**src/rtl/ss7_fill_pkg.sv**
```systemverilog
package ss7_fill_pkg;
  localparam logic [7:0] FLAG_BYTE = 8'h7E;

  typedef enum logic [2:0] {
    ST_IDLE,
    ST_DATA,
    ST_REP,
    ST_FILL,
    ST_FISU
  } tx_state_e;

  function automatic logic [3:0] flag_total(input logic [1:0] code);
    return 4'd1 << code;
  endfunction
endpackage

```
**src/rtl/ss7_rep_buf.sv**
```systemverilog
module ss7_rep_buf #(
  parameter int DEPTH = 15,
  parameter int IW    = 4
) (
  input  logic          clk_i,
  input  logic          rst_ni,
  input  logic          wr_i,
  input  logic          done_i,
  input  logic [IW-1:0] idx_i,
  input  logic [7:0]    data_i,
  input  logic [IW-1:0] rd_idx_i,
  output logic [7:0]    rd_data_o,
  output logic [IW-1:0] len_o,
  output logic          armed_o
);
  logic [7:0] mem_q [DEPTH];

  for (genvar g = 0; g < DEPTH; g++) begin : g_ent
    always_ff @(posedge clk_i) begin
      if (wr_i && idx_i == IW'(g)) mem_q[g] <= data_i;
    end
  end

  assign rd_data_o = (rd_idx_i < IW'(DEPTH)) ? mem_q[rd_idx_i] : '0;

  // idx_i saturates at DEPTH, so a long frame ends with idx_i == DEPTH
  always_ff @(posedge clk_i or negedge rst_ni) begin
    if (!rst_ni) begin
      armed_o <= 1'b0;
      len_o   <= '0;
    end else if (done_i) begin
      armed_o <= idx_i < IW'(DEPTH);
      len_o   <= IW'(idx_i + 1'b1);
    end
  end

  p_armed_len_r3: assert property (@(posedge clk_i) disable iff (!rst_ni)
    armed_o |-> (len_o != '0 && len_o <= IW'(DEPTH)));
endmodule

```
**src/rtl/ss7_seq_cap.sv**
```systemverilog
module ss7_seq_cap #(
  parameter int IW = 4
) (
  input  logic          clk_i,
  input  logic          rst_ni,
  input  logic          wr_i,
  input  logic [IW-1:0] idx_i,
  input  logic [7:0]    data_i,
  output logic [7:0]    bsn_o,
  output logic [7:0]    fsn_o
);
  always_ff @(posedge clk_i or negedge rst_ni) begin
    if (!rst_ni) begin
      bsn_o <= '0;
      fsn_o <= '0;
    end else if (wr_i) begin
      if (idx_i == '0)     bsn_o <= data_i;
      if (idx_i == IW'(1)) fsn_o <= data_i;
    end
  end

  p_capture_r8: assert property (@(posedge clk_i) disable iff (!rst_ni)
    (wr_i && idx_i == '0) |=> bsn_o == $past(data_i));
endmodule

```
**src/rtl/ss7_flag_cnt.sv**
```systemverilog
module ss7_flag_cnt
  import ss7_fill_pkg::*;
(
  input  logic       clk_i,
  input  logic       rst_ni,
  input  logic       load_i,
  input  logic       step_i,
  input  logic [1:0] code_i,
  output logic       one_o,
  output logic       last_o
);
  logic [3:0] cnt_q, total_q;

  assign one_o  = flag_total(code_i) == 4'd1;
  assign last_o = (cnt_q + 4'd1) == total_q;

  // count is latched at load so a code change cannot strand the run
  always_ff @(posedge clk_i or negedge rst_ni) begin
    if (!rst_ni) begin
      cnt_q   <= '0;
      total_q <= 4'd1;
    end else if (load_i) begin
      cnt_q   <= 4'd1;
      total_q <= flag_total(code_i);
    end else if (step_i) begin
      cnt_q   <= cnt_q + 4'd1;
    end
  end

  p_cnt_bound_r6: assert property (@(posedge clk_i) disable iff (!rst_ni)
    step_i |-> cnt_q < total_q);
endmodule

```
**src/rtl/ss7_link_filler.sv**
```systemverilog
module ss7_link_filler
  import ss7_fill_pkg::*;
#(
  parameter int REP_LIMIT = 16
) (
  input  logic       clk_i,
  input  logic       rst_ni,
  input  logic       en_i,
  input  logic       repeat_i,
  input  logic       autofill_i,
  input  logic [1:0] fill_cnt_i,
  input  logic       fifo_empty_i,
  input  logic [7:0] fifo_data_i,
  input  logic       fifo_eom_i,
  output logic       fifo_rd_o,
  input  logic       ready_i,
  output logic       valid_o,
  output logic [7:0] data_o,
  output logic       flag_o,
  output logic       sof_o,
  output logic       eof_o
);
  localparam int DEPTH = REP_LIMIT - 1;
  localparam int IW    = $clog2(REP_LIMIT);

  tx_state_e     st_q;
  logic [IW-1:0] idx_q;
  logic          fire, buf_wr, buf_done, go_rep;
  logic [7:0]    buf_rd, bsn, fsn;
  logic [IW-1:0] rep_len;
  logic          armed, fill_one, fill_last, fill_load, fill_step;

  assign fire     = valid_o && ready_i;
  assign go_rep   = armed && repeat_i;
  assign buf_wr   = en_i && st_q == ST_DATA && fire;
  assign buf_done = buf_wr && fifo_eom_i;
  assign fill_load = en_i && fire && st_q == ST_IDLE && !go_rep && fifo_empty_i
                     && autofill_i && !fill_one;
  assign fill_step = en_i && fire && st_q == ST_FILL && !fill_last;

  ss7_rep_buf #(.DEPTH(DEPTH), .IW(IW)) u_rep_buf (
    .clk_i, .rst_ni,
    .wr_i(buf_wr), .done_i(buf_done), .idx_i(idx_q), .data_i(fifo_data_i),
    .rd_idx_i(idx_q), .rd_data_o(buf_rd), .len_o(rep_len), .armed_o(armed)
  );

  ss7_seq_cap #(.IW(IW)) u_seq_cap (
    .clk_i, .rst_ni,
    .wr_i(buf_wr), .idx_i(idx_q), .data_i(fifo_data_i),
    .bsn_o(bsn), .fsn_o(fsn)
  );

  ss7_flag_cnt u_flag_cnt (
    .clk_i, .rst_ni,
    .load_i(fill_load), .step_i(fill_step), .code_i(fill_cnt_i),
    .one_o(fill_one), .last_o(fill_last)
  );

  always_comb begin
    valid_o   = 1'b0;
    data_o    = FLAG_BYTE;
    flag_o    = 1'b0;
    sof_o     = 1'b0;
    eof_o     = 1'b0;
    fifo_rd_o = 1'b0;
    if (en_i) begin
      unique case (st_q)
        ST_IDLE: begin
          valid_o   = 1'b1;
          flag_o    = 1'b1;
          fifo_rd_o = go_rep && !fifo_empty_i;
        end
        ST_FILL: begin
          valid_o = 1'b1;
          flag_o  = 1'b1;
        end
        ST_DATA: begin
          valid_o   = !fifo_empty_i;
          data_o    = fifo_data_i;
          sof_o     = !fifo_empty_i && idx_q == '0;
          eof_o     = !fifo_empty_i && fifo_eom_i;
          fifo_rd_o = !fifo_empty_i && ready_i;
        end
        ST_REP: begin
          valid_o   = 1'b1;
          data_o    = buf_rd;
          sof_o     = idx_q == '0;
          eof_o     = idx_q == IW'(rep_len - 1'b1);
          fifo_rd_o = !fifo_empty_i;  // discard writes made during replay
        end
        ST_FISU: begin
          valid_o = 1'b1;
          data_o  = (idx_q == '0) ? bsn : (idx_q == IW'(1)) ? fsn : 8'h00;
          sof_o   = idx_q == '0;
          eof_o   = idx_q == IW'(2);
        end
        default: ;
      endcase
    end
  end

  always_ff @(posedge clk_i or negedge rst_ni) begin
    if (!rst_ni) begin
      st_q  <= ST_IDLE;
      idx_q <= '0;
    end else if (!en_i) begin
      st_q  <= ST_IDLE;
      idx_q <= '0;
    end else if (fire) begin
      unique case (st_q)
        ST_IDLE: begin
          idx_q <= '0;
          if (go_rep)            st_q <= ST_REP;
          else if (!fifo_empty_i) st_q <= ST_DATA;
          else if (autofill_i)   st_q <= fill_one ? ST_FISU : ST_FILL;
        end
        ST_FILL: if (fill_last) st_q <= ST_FISU;
        ST_DATA: begin
          if (eof_o)                    st_q  <= ST_IDLE;
          else if (idx_q < IW'(DEPTH))  idx_q <= idx_q + 1'b1;
        end
        ST_REP, ST_FISU: begin
          if (eof_o) st_q  <= ST_IDLE;
          else       idx_q <= idx_q + 1'b1;
        end
        default: st_q <= ST_IDLE;
      endcase
    end
  end

  p_flag_byte_r1: assert property (@(posedge clk_i) disable iff (!rst_ni)
    flag_o |-> (data_o == FLAG_BYTE && !sof_o && !eof_o));

  p_read_nonempty_r5: assert property (@(posedge clk_i) disable iff (!rst_ni)
    fifo_rd_o |-> !fifo_empty_i);

  p_disabled_quiet_r10: assert property (@(posedge clk_i) disable iff (!rst_ni)
    !en_i |-> (!valid_o && !fifo_rd_o));

  p_hold_r11: assert property (@(posedge clk_i) disable iff (!rst_ni)
    (en_i && valid_o && !ready_i && st_q != ST_DATA) |=> (!en_i || $stable(data_o)));
endmodule

```
**config.mk**
```make
export PLATFORM = sky130hd
export DESIGN_NAME = ss7_link_filler
export DESIGN_NICKNAME = d
export VERILOG_FILES = /design/src/rtl/ss7_fill_pkg.sv /design/src/rtl/ss7_rep_buf.sv /design/src/rtl/ss7_seq_cap.sv /design/src/rtl/ss7_flag_cnt.sv /design/src/rtl/ss7_link_filler.sv
export SDC_FILE = /design/constraint.sdc
export NUM_CORES = 1
export LEC_CHECK = 0
export BUFFER_PORTS_ARGS = -buffer_cell sky130_fd_sc_hd__buf_2
export CORE_AREA = 3 3 101 152
export CTS_BUF_LIST = sky130_fd_sc_hd__clkbuf_8
export DETAILED_ROUTE_END_ITERATION = 6
export DIE_AREA = 0 0 104 155
export GPL_TIMING_DRIVEN = 0
export HOLD_SLACK_MARGIN = 0.05
export PLACE_DENSITY = 0.66
export REMOVE_ABC_BUFFERS = 1
export SETUP_SLACK_MARGIN = 0.1
export SLEW_MARGIN = 20
export SYNTH_ARGS = -nofsm -noshare
export SYNTH_HDL_FRONTEND = slang
export SYNTH_HIERARCHICAL = 1
export SYNTH_SLANG_ARGS = --single-unit
export TNS_END_PERCENT = 5
```
**constraint.sdc**
```tcl
create_clock -name clk_i -period 2.75 [get_ports clk_i]
set_input_delay 0.1375 -clock clk_i [delete_from_list [all_inputs] [get_ports clk_i]]
set_output_delay 0.1375 -clock clk_i [all_outputs]
set_load 0.05 [all_outputs]
```
Yosys cells after proc, flatten, opt, wreduce, memory -nomap -nowiden
Memories as Yosys holds them, arrays and structs flattened. Index checks and enable logic that the tools add are counted.

Multiplexer cells: 104. Eq/ne operators: 29. Add/subtract/negate cells: 3. Magnitude comparators: 1. Reduce and logical (&&, ||, !) cells: 61. Shift operators: 1.

Operators with widths (count): $mux W8 (18); $reduce_or A8 Y1 (14); $mux W4 (21); $mux W1 (50); $logic_and A1 B1 Y1 (32); $eq A4 B4 Y1 const B (7); $mux W3 (8); $pmux W8 S3 (1); $eq A4 B3 Y1 const B (4); $pmux W4 S3 (1); $ne A3 B3 Y1 const B (3); $pmux W3 S3 (1); $add A4 B1 Y4 const B (2); $eq A4 B1 Y1 const B (2); $eq A4 B2 Y1 const B (2); $eq A4 B4 Y1 (2); $eq A3 B2 Y1 const B (2); $ne A3 B2 Y1 const B (2); $pmux W1 S3 (2); $ne A5 B5 Y1 const B (1); $reduce_and A5 Y1 (1); $logic_not A1 Y1 (4); $logic_not A4 Y1 (1); $lt A4 B4 Y1 const B (1); other kinds (14) (17).

Memories kept: 1. Input port bits: 18. Logic and storage cells: 208. Register bits after elaboration: 36. Memory bits (writable): 120. Output and inout port bits: 13.

Memories: u_rep_buf.mem_q (depth 15, bits a word 8, read ports 1, clocked after Yosys merged registers in 0, write ports 1, RTL line ss7_rep_buf.sv:16) `logic [7:0] mem_q [DEPTH];`.

Longest topological paths before layout
Word-level depth: 24. Mapped depth: 10. Mapped depth without buffers: 8.

Hierarchy
Netlist, hierarchy kept.

Modules (own cells, without submodules): ss7_rep_buf (area each 4994.8 µm², cells an instance 271, times used 1); ss7_link_filler (area each 1091.0 µm², cells an instance 144, times used 1); ss7_seq_cap (area each 670.6 µm², cells an instance 36, times used 1); ss7_flag_cnt (area each 412.9 µm², cells an instance 39, times used 1).

Least setup slack after synthesis
Ideal clock, no wire load.

Path type: register to register. Start: register st_q[1]. End: memory u_rep_buf.mem_q[8][0] (enable). Clock period less this slack: 2.955 ns. Arrival: 2.570 ns. Path buffers: 1. Stages on the path, launching flop included: 8. Setup time: 0.385 ns. Path slack: -0.205 ns. Required time: 2.365 ns. Path through: dfrtp_1 buf_4 o22ai_1 and2_1 nand2_1 nor2_1 nand2_1 nor3b_1.

Cells in the longest elaborated chain, start to end: 24. Elaborated cells on any way between the ends: 98. Classes of those cells: eq/ne (4); mux (60); reduce/logical (34).

RTL lines: start: declaration (RTL line ss7_link_filler.sv:26) `tx_state_e st_q;`; start signal: assignment (RTL line ss7_link_filler.sv:115) `else if (autofill_i) st_q <= fill_one ? ST_FISU : ST_FILL;`; $eq A3 B2 Y1 (tied with other cells) (RTL line ss7_link_filler.sv:67) `unique case (st_q)`; $reduce_or A4 Y1 (no line); $pmux W1 S2 * (RTL line ss7_link_filler.sv:67); $mux W1 * (RTL line ss7_link_filler.sv:66) `if (en_i) begin`; net valid_o (RTL line ss7_link_filler.sv:17) `output logic valid_o,`; $logic_and A1 B1 Y1 * (RTL line ss7_link_filler.sv:33) `assign fire = valid_o && ready_i;`; $logic_and A1 B1 Y1 * (RTL line ss7_link_filler.sv:35) `assign buf_wr = en_i && st_q == ST_DATA && fire;`; net buf_wr (RTL line ss7_link_filler.sv:28) `logic fire, buf_wr, buf_done, go_rep;`; $logic_and A1 B1 Y1 (RTL line ss7_rep_buf.sv:20) `if (wr_i && idx_i == IW'(g)) mem_q[g] <= data_i;`; $mux W1 (RTL line ss7_rep_buf.sv:20); $mux W1 (implied by the code) (RTL line ss7_rep_buf.sv:20); $reduce_or A8 Y1 (no line); $mux W4 (no line) or $mux W1 (tied branches) (14 in series); end: declaration (RTL line ss7_rep_buf.sv:16).

Mark *: on every way through the listed nets, which the timed path passes. The rest lies on a longest branch.

Worst setup path after layout
Start: register idx_q[0]. End: output data_o[1].

Elaborated cells on any way between the ends: 9. Classes of those cells: order compare (1); eq/ne (1); mux (5); reduce/logical (1); memory (1).

RTL lines: start: declaration (RTL line ss7_link_filler.sv:27) `logic [IW-1:0] idx_q;`; start signal: assignment (RTL line ss7_link_filler.sv:120) `else if (idx_q < IW'(DEPTH)) idx_q <= idx_q + 1'b1;`; start signal: assignment (RTL line ss7_link_filler.sv:124) `else idx_q <= idx_q + 1'b1;`; $mem_v2 Z15 W8 or $lt A4 B4 Y1 (tied branches); $mux W8 * (RTL line ss7_rep_buf.sv:24) `assign rd_data_o = (rd_idx_i < IW'(DEPTH)) ? mem_q[rd_idx_i] : '0;`; net buf_rd[1] (RTL line ss7_link_filler.sv:29) `logic [7:0] buf_rd, bsn, fsn;`; $pmux W8 S3 * (RTL line ss7_link_filler.sv:67); $mux W8 * (RTL line ss7_link_filler.sv:66); end: declaration (RTL line ss7_link_filler.sv:18) `output logic [7:0] data_o,`.

Marked as above.

==> flow_summary.yaml <==
outcome:
  run_status: "completed"
logic_synthesis:
  post-synth-top-count-cell: "sky130_fd_sc_hd__edfxtp_1"
  post_synth_num_cell_types: 65
  yosysTopAreaCell: "sky130_fd_sc_hd__edfxtp_1"
  postSynth.asyncResetShare_pct: 23.1
  synthCells: 490
  synth_seq_cells: 156
  synth-main-ff-cell: "sky130_fd_sc_hd__edfxtp_1"
  syn_area_per_cell_sq_um: 14.6
  synthDominantCellAreaShare_pct: 50.3
  ys.warnings.count: 6
  synth.top_cells.by_count: "sky130_fd_sc_hd__edfxtp_1, sky130_fd_sc_hd__dfrtp_1, sky130_fd_sc_hd__nor2_1"
  ys_seq_area_share_pct: 62.8
  mappedNetlistArea_sq_um: 7170
  synth_area_leaders: "sky130_fd_sc_hd__edfxtp_1, sky130_fd_sc_hd__dfrtp_1, sky130_fd_sc_hd__mux4_2"
  edff_count_synth: 120
route:
  route.antenna.remaining_nets: 0
  first_iter_violations: 356
  drt-pass1-iter-count: 5
  dr_total_vias: 4490
  route.final.wire_length_mm: 16.8
  via_per_inst: 6.02
  avgRoutedWirePerCell_um: 22.5
  drc: 0
grt:
  grt_pass1_vias: 4648
  globalRouteTotalUtil_pct: 21.9
  antenna_violations_before_repair: 0
  grt_first_pass_wirelength_mm: 26.5
  gr-total-overflow: 0
  pin_count_of_the_biggest_net_entering_global_routing: 37
power_and_ir_drop:
  p_per_area_nw_per_um2: 758
  max-vdd-ir-drop_mv: 0.629
  total_leakage_power_nw: 2.93
clock_network:
  clockBufferDepth: 2
  cts_inserted_buffers: 17
  ctsHtreeMaxLevel: 4
  cts_tree: "built"
  clockRootBuffer: "sky130_fd_sc_hd__clkbuf_8"
  clk_latency_ns: 0.44
  clk_pin_slew_worst_paths_ns: 0.09
  tritoncts_num_sinks: 156
worst_setup_path:
  worst_setup_path_endpoint: "data_o[1]"
  critical-path-top-cell-by-count: "sky130_fd_sc_hd__o21ai_2"
  crit_path_max_fanout: 7
  critical_path.reg2reg.startpoint: "st_q[1]$_DFFE_PN0P_"
  crit_path_cell_chain: "buf_12, mux4_2, o21ai_2, o211ai_1, o22a_1, nor2_1, o21ai_2, buf_6"
  setup.worst_path.class: "reg2out"
  r2r_slack_ns: 0.16
  ff2ff_path_depth: 8
  timing.critical_path.buf_inv: 2
  slowest_stage_delay_cp_ns: 0.55
  slowest_cp_cell: "sky130_fd_sc_hd__mux4_2"
  crit_family: "compound AO/OA/AOI/OAI gates"
  crit_cells: 8
  cp_data_required_time_ns: 2.61
  worstReg2RegEnd: "u_seq_cap/fsn_o[7]$_DFFE_PN0P_"
  setup.worst_path.end_class: "output port"
  start_kind: "flop"
  setup.worst_path.start: "idx_q[0]$_DFFE_PN0P_"
  critical_path_arrival_ns: 2.61
flow_run:
  maxCapViolCount: 0
floorplanning:
  chipWidth_um: 104
  floorplan.die.height_um: 155
  die_area_sq_um: 16100
  core_region_area_sq_um: 14100
  start_util_pct: 51.0
  rows: 53
  top_level_ports: 31
sta:
  hold_slack_ns: 0.118
  fmax_ghz: 0.364
  hold_viol_final: 0
  period_share_pct: 99.9
  grt_setup_unrepaired: "true"
  final-setup-viol-count: 0
  maxSlewViolCount: 0
  final.setup_skew_ns: 0.0110
  final_critical_path_setup_slack_ns: 0.00227
  tightest_slew_margin_relative_to_the_limit_pct: 45.6
  final.min_clock_period_ns: 2.75
  max_slew.worst_pin.slew_ns: 0.816
finish:
  fin_util_pct: 59.8
  diodes: 0
  syn_to_final_growth_pct: 17.2
  design.final.nets: 568
  finish.cell_count_without_fillers: 746
  drive_gt1_share_pct: 31.2
  fillers: 1106
place:
  dp_slack_ns: -0.564
  detailedPlacementHpwl_mm: 10.2
  dp.cells: 688
  numPortBuffers: 30
  gp_routability_congestion: 0.883
min_path:
  timing.hold.worst.class: "in2reg"
-- how the worst min path moves through the flow --
stage,depth (start not counted),from,slack (ns),endpoint
5_1_grt,1,fifo_data_i[4],0.10,u_rep_buf/mem_q[5][4]$_DFFE_PP_
4_1_cts,1,fifo_data_i[1],0.09,u_rep_buf/mem_q[2][1]$_DFFE_PP_
2_1_floorplan,0,rst_ni,-0.16,idx_q[0]$_DFFE_PN0P_
6_report,1,fifo_data_i[1],0.12,u_rep_buf/mem_q[2][1]$_DFFE_PP_
3_5_place_dp,1,rst_ni,0.28,u_flag_cnt/cnt_q[3]$_DFFE_PN0P_
3_3_place_gp,1,rst_ni,0.26,u_flag_cnt/total_q[3]$_DFFE_PN0P_
-- routing by layer --
metal	vias up	share of wire, %	global-route usage [%]
li1	1999	-	-
met1	2293	36	24.2
met2	158	55	40.5
met3	40	5.4	4.90
met4	0	3.5	9.13
met5	-	0	0
-- cell usage in the layout (no fill, tap or decap), types with 13 or more instances in the layout --
master	n
sky130_fd_sc_hd__a21oi_1	18
sky130_fd_sc_hd__nand2_1	17
sky130_fd_sc_hd__nor2_1	30
sky130_fd_sc_hd__mux2_2	13
sky130_fd_sc_hd__mux4_2	16
sky130_fd_sc_hd__buf_2	21
sky130_fd_sc_hd__inv_1	13
sky130_fd_sc_hd__mux2i_1	24
sky130_fd_sc_hd__dfrtp_1	28
sky130_fd_sc_hd__buf_4	16
sky130_fd_sc_hd__edfxtp_1	120
sky130_fd_sc_hd__clkbuf_8	17
-- logic make-up after synthesis --
| kind of cell | Yosys count | share of synthesized area [%] |
|---|---|---|
| AOI/OAI and AO/OA | 95 | 9.56 |
| xor gates and xnor gates | 15 | 1.94 |
| adders and majority gates | 9 | 1.57 |
| buffers and inverters | 38 | 2.77 |
| DFF | 156 | 62.8 |
| muxes | 61 | 12.1 |
| and+or+nand+nor | 116 | 9.21 |
-- power by group --
part           switching, W  total [W]  internal (W)
logic              0.000982    0.00179      0.000810
registers          0.000219    0.00297       0.00275
clock network      0.000877    0.00161      0.000729
-- through the flow --
step	power [W]	setup TNS (ns)	instance area (sq um)
2_1_floorplan	0.00412	-13.53	7020
3_3_place_gp	0.00452	-104.26	7410
3_5_place_dp	0.00457	-33.62	7460
4_1_cts	0.00636	0	8300
5_1_grt	0.00667	-0.484	8400
6_report	0.00637	0	8400
-- flip-flops by register name, indices dropped and copies added (netlist names) --
signal              cells
u_flag_cnt/total_q      4
idx_q                   4
u_rep_buf/mem_q       120
u_rep_buf/len_o         4
u_flag_cnt/cnt_q        4
u_seq_cap/bsn_o         8
u_seq_cap/fsn_o         8
u_rep_buf/armed_o       1
st_q                    3
-- area by class of cell --
cell class,instances,area [sq um],share of cell area [%]
Clock buffer,17,234,2.79
Multi-Input combinational cell,296,2670,31.8
Clock inverter,15,140,1.67
Inverter,13,48.8,0.581
Tap cell,192,240,2.86
Sequential cell,156,4530,53.9
Timing Repair Buffer,57,538,6.40
-- repair_timing --
item | CTS | global route
pin swaps | 9 | 8
hold buffers | 4 | 0
hold endpoints to repair | 38 | 0
resized for setup | 54 | 25
cloned | 2 | 0
setup buffers | 18 | 2
setup endpoints to repair | 149 | 103
No activity file was read; power rests on OpenSTA's default activity.
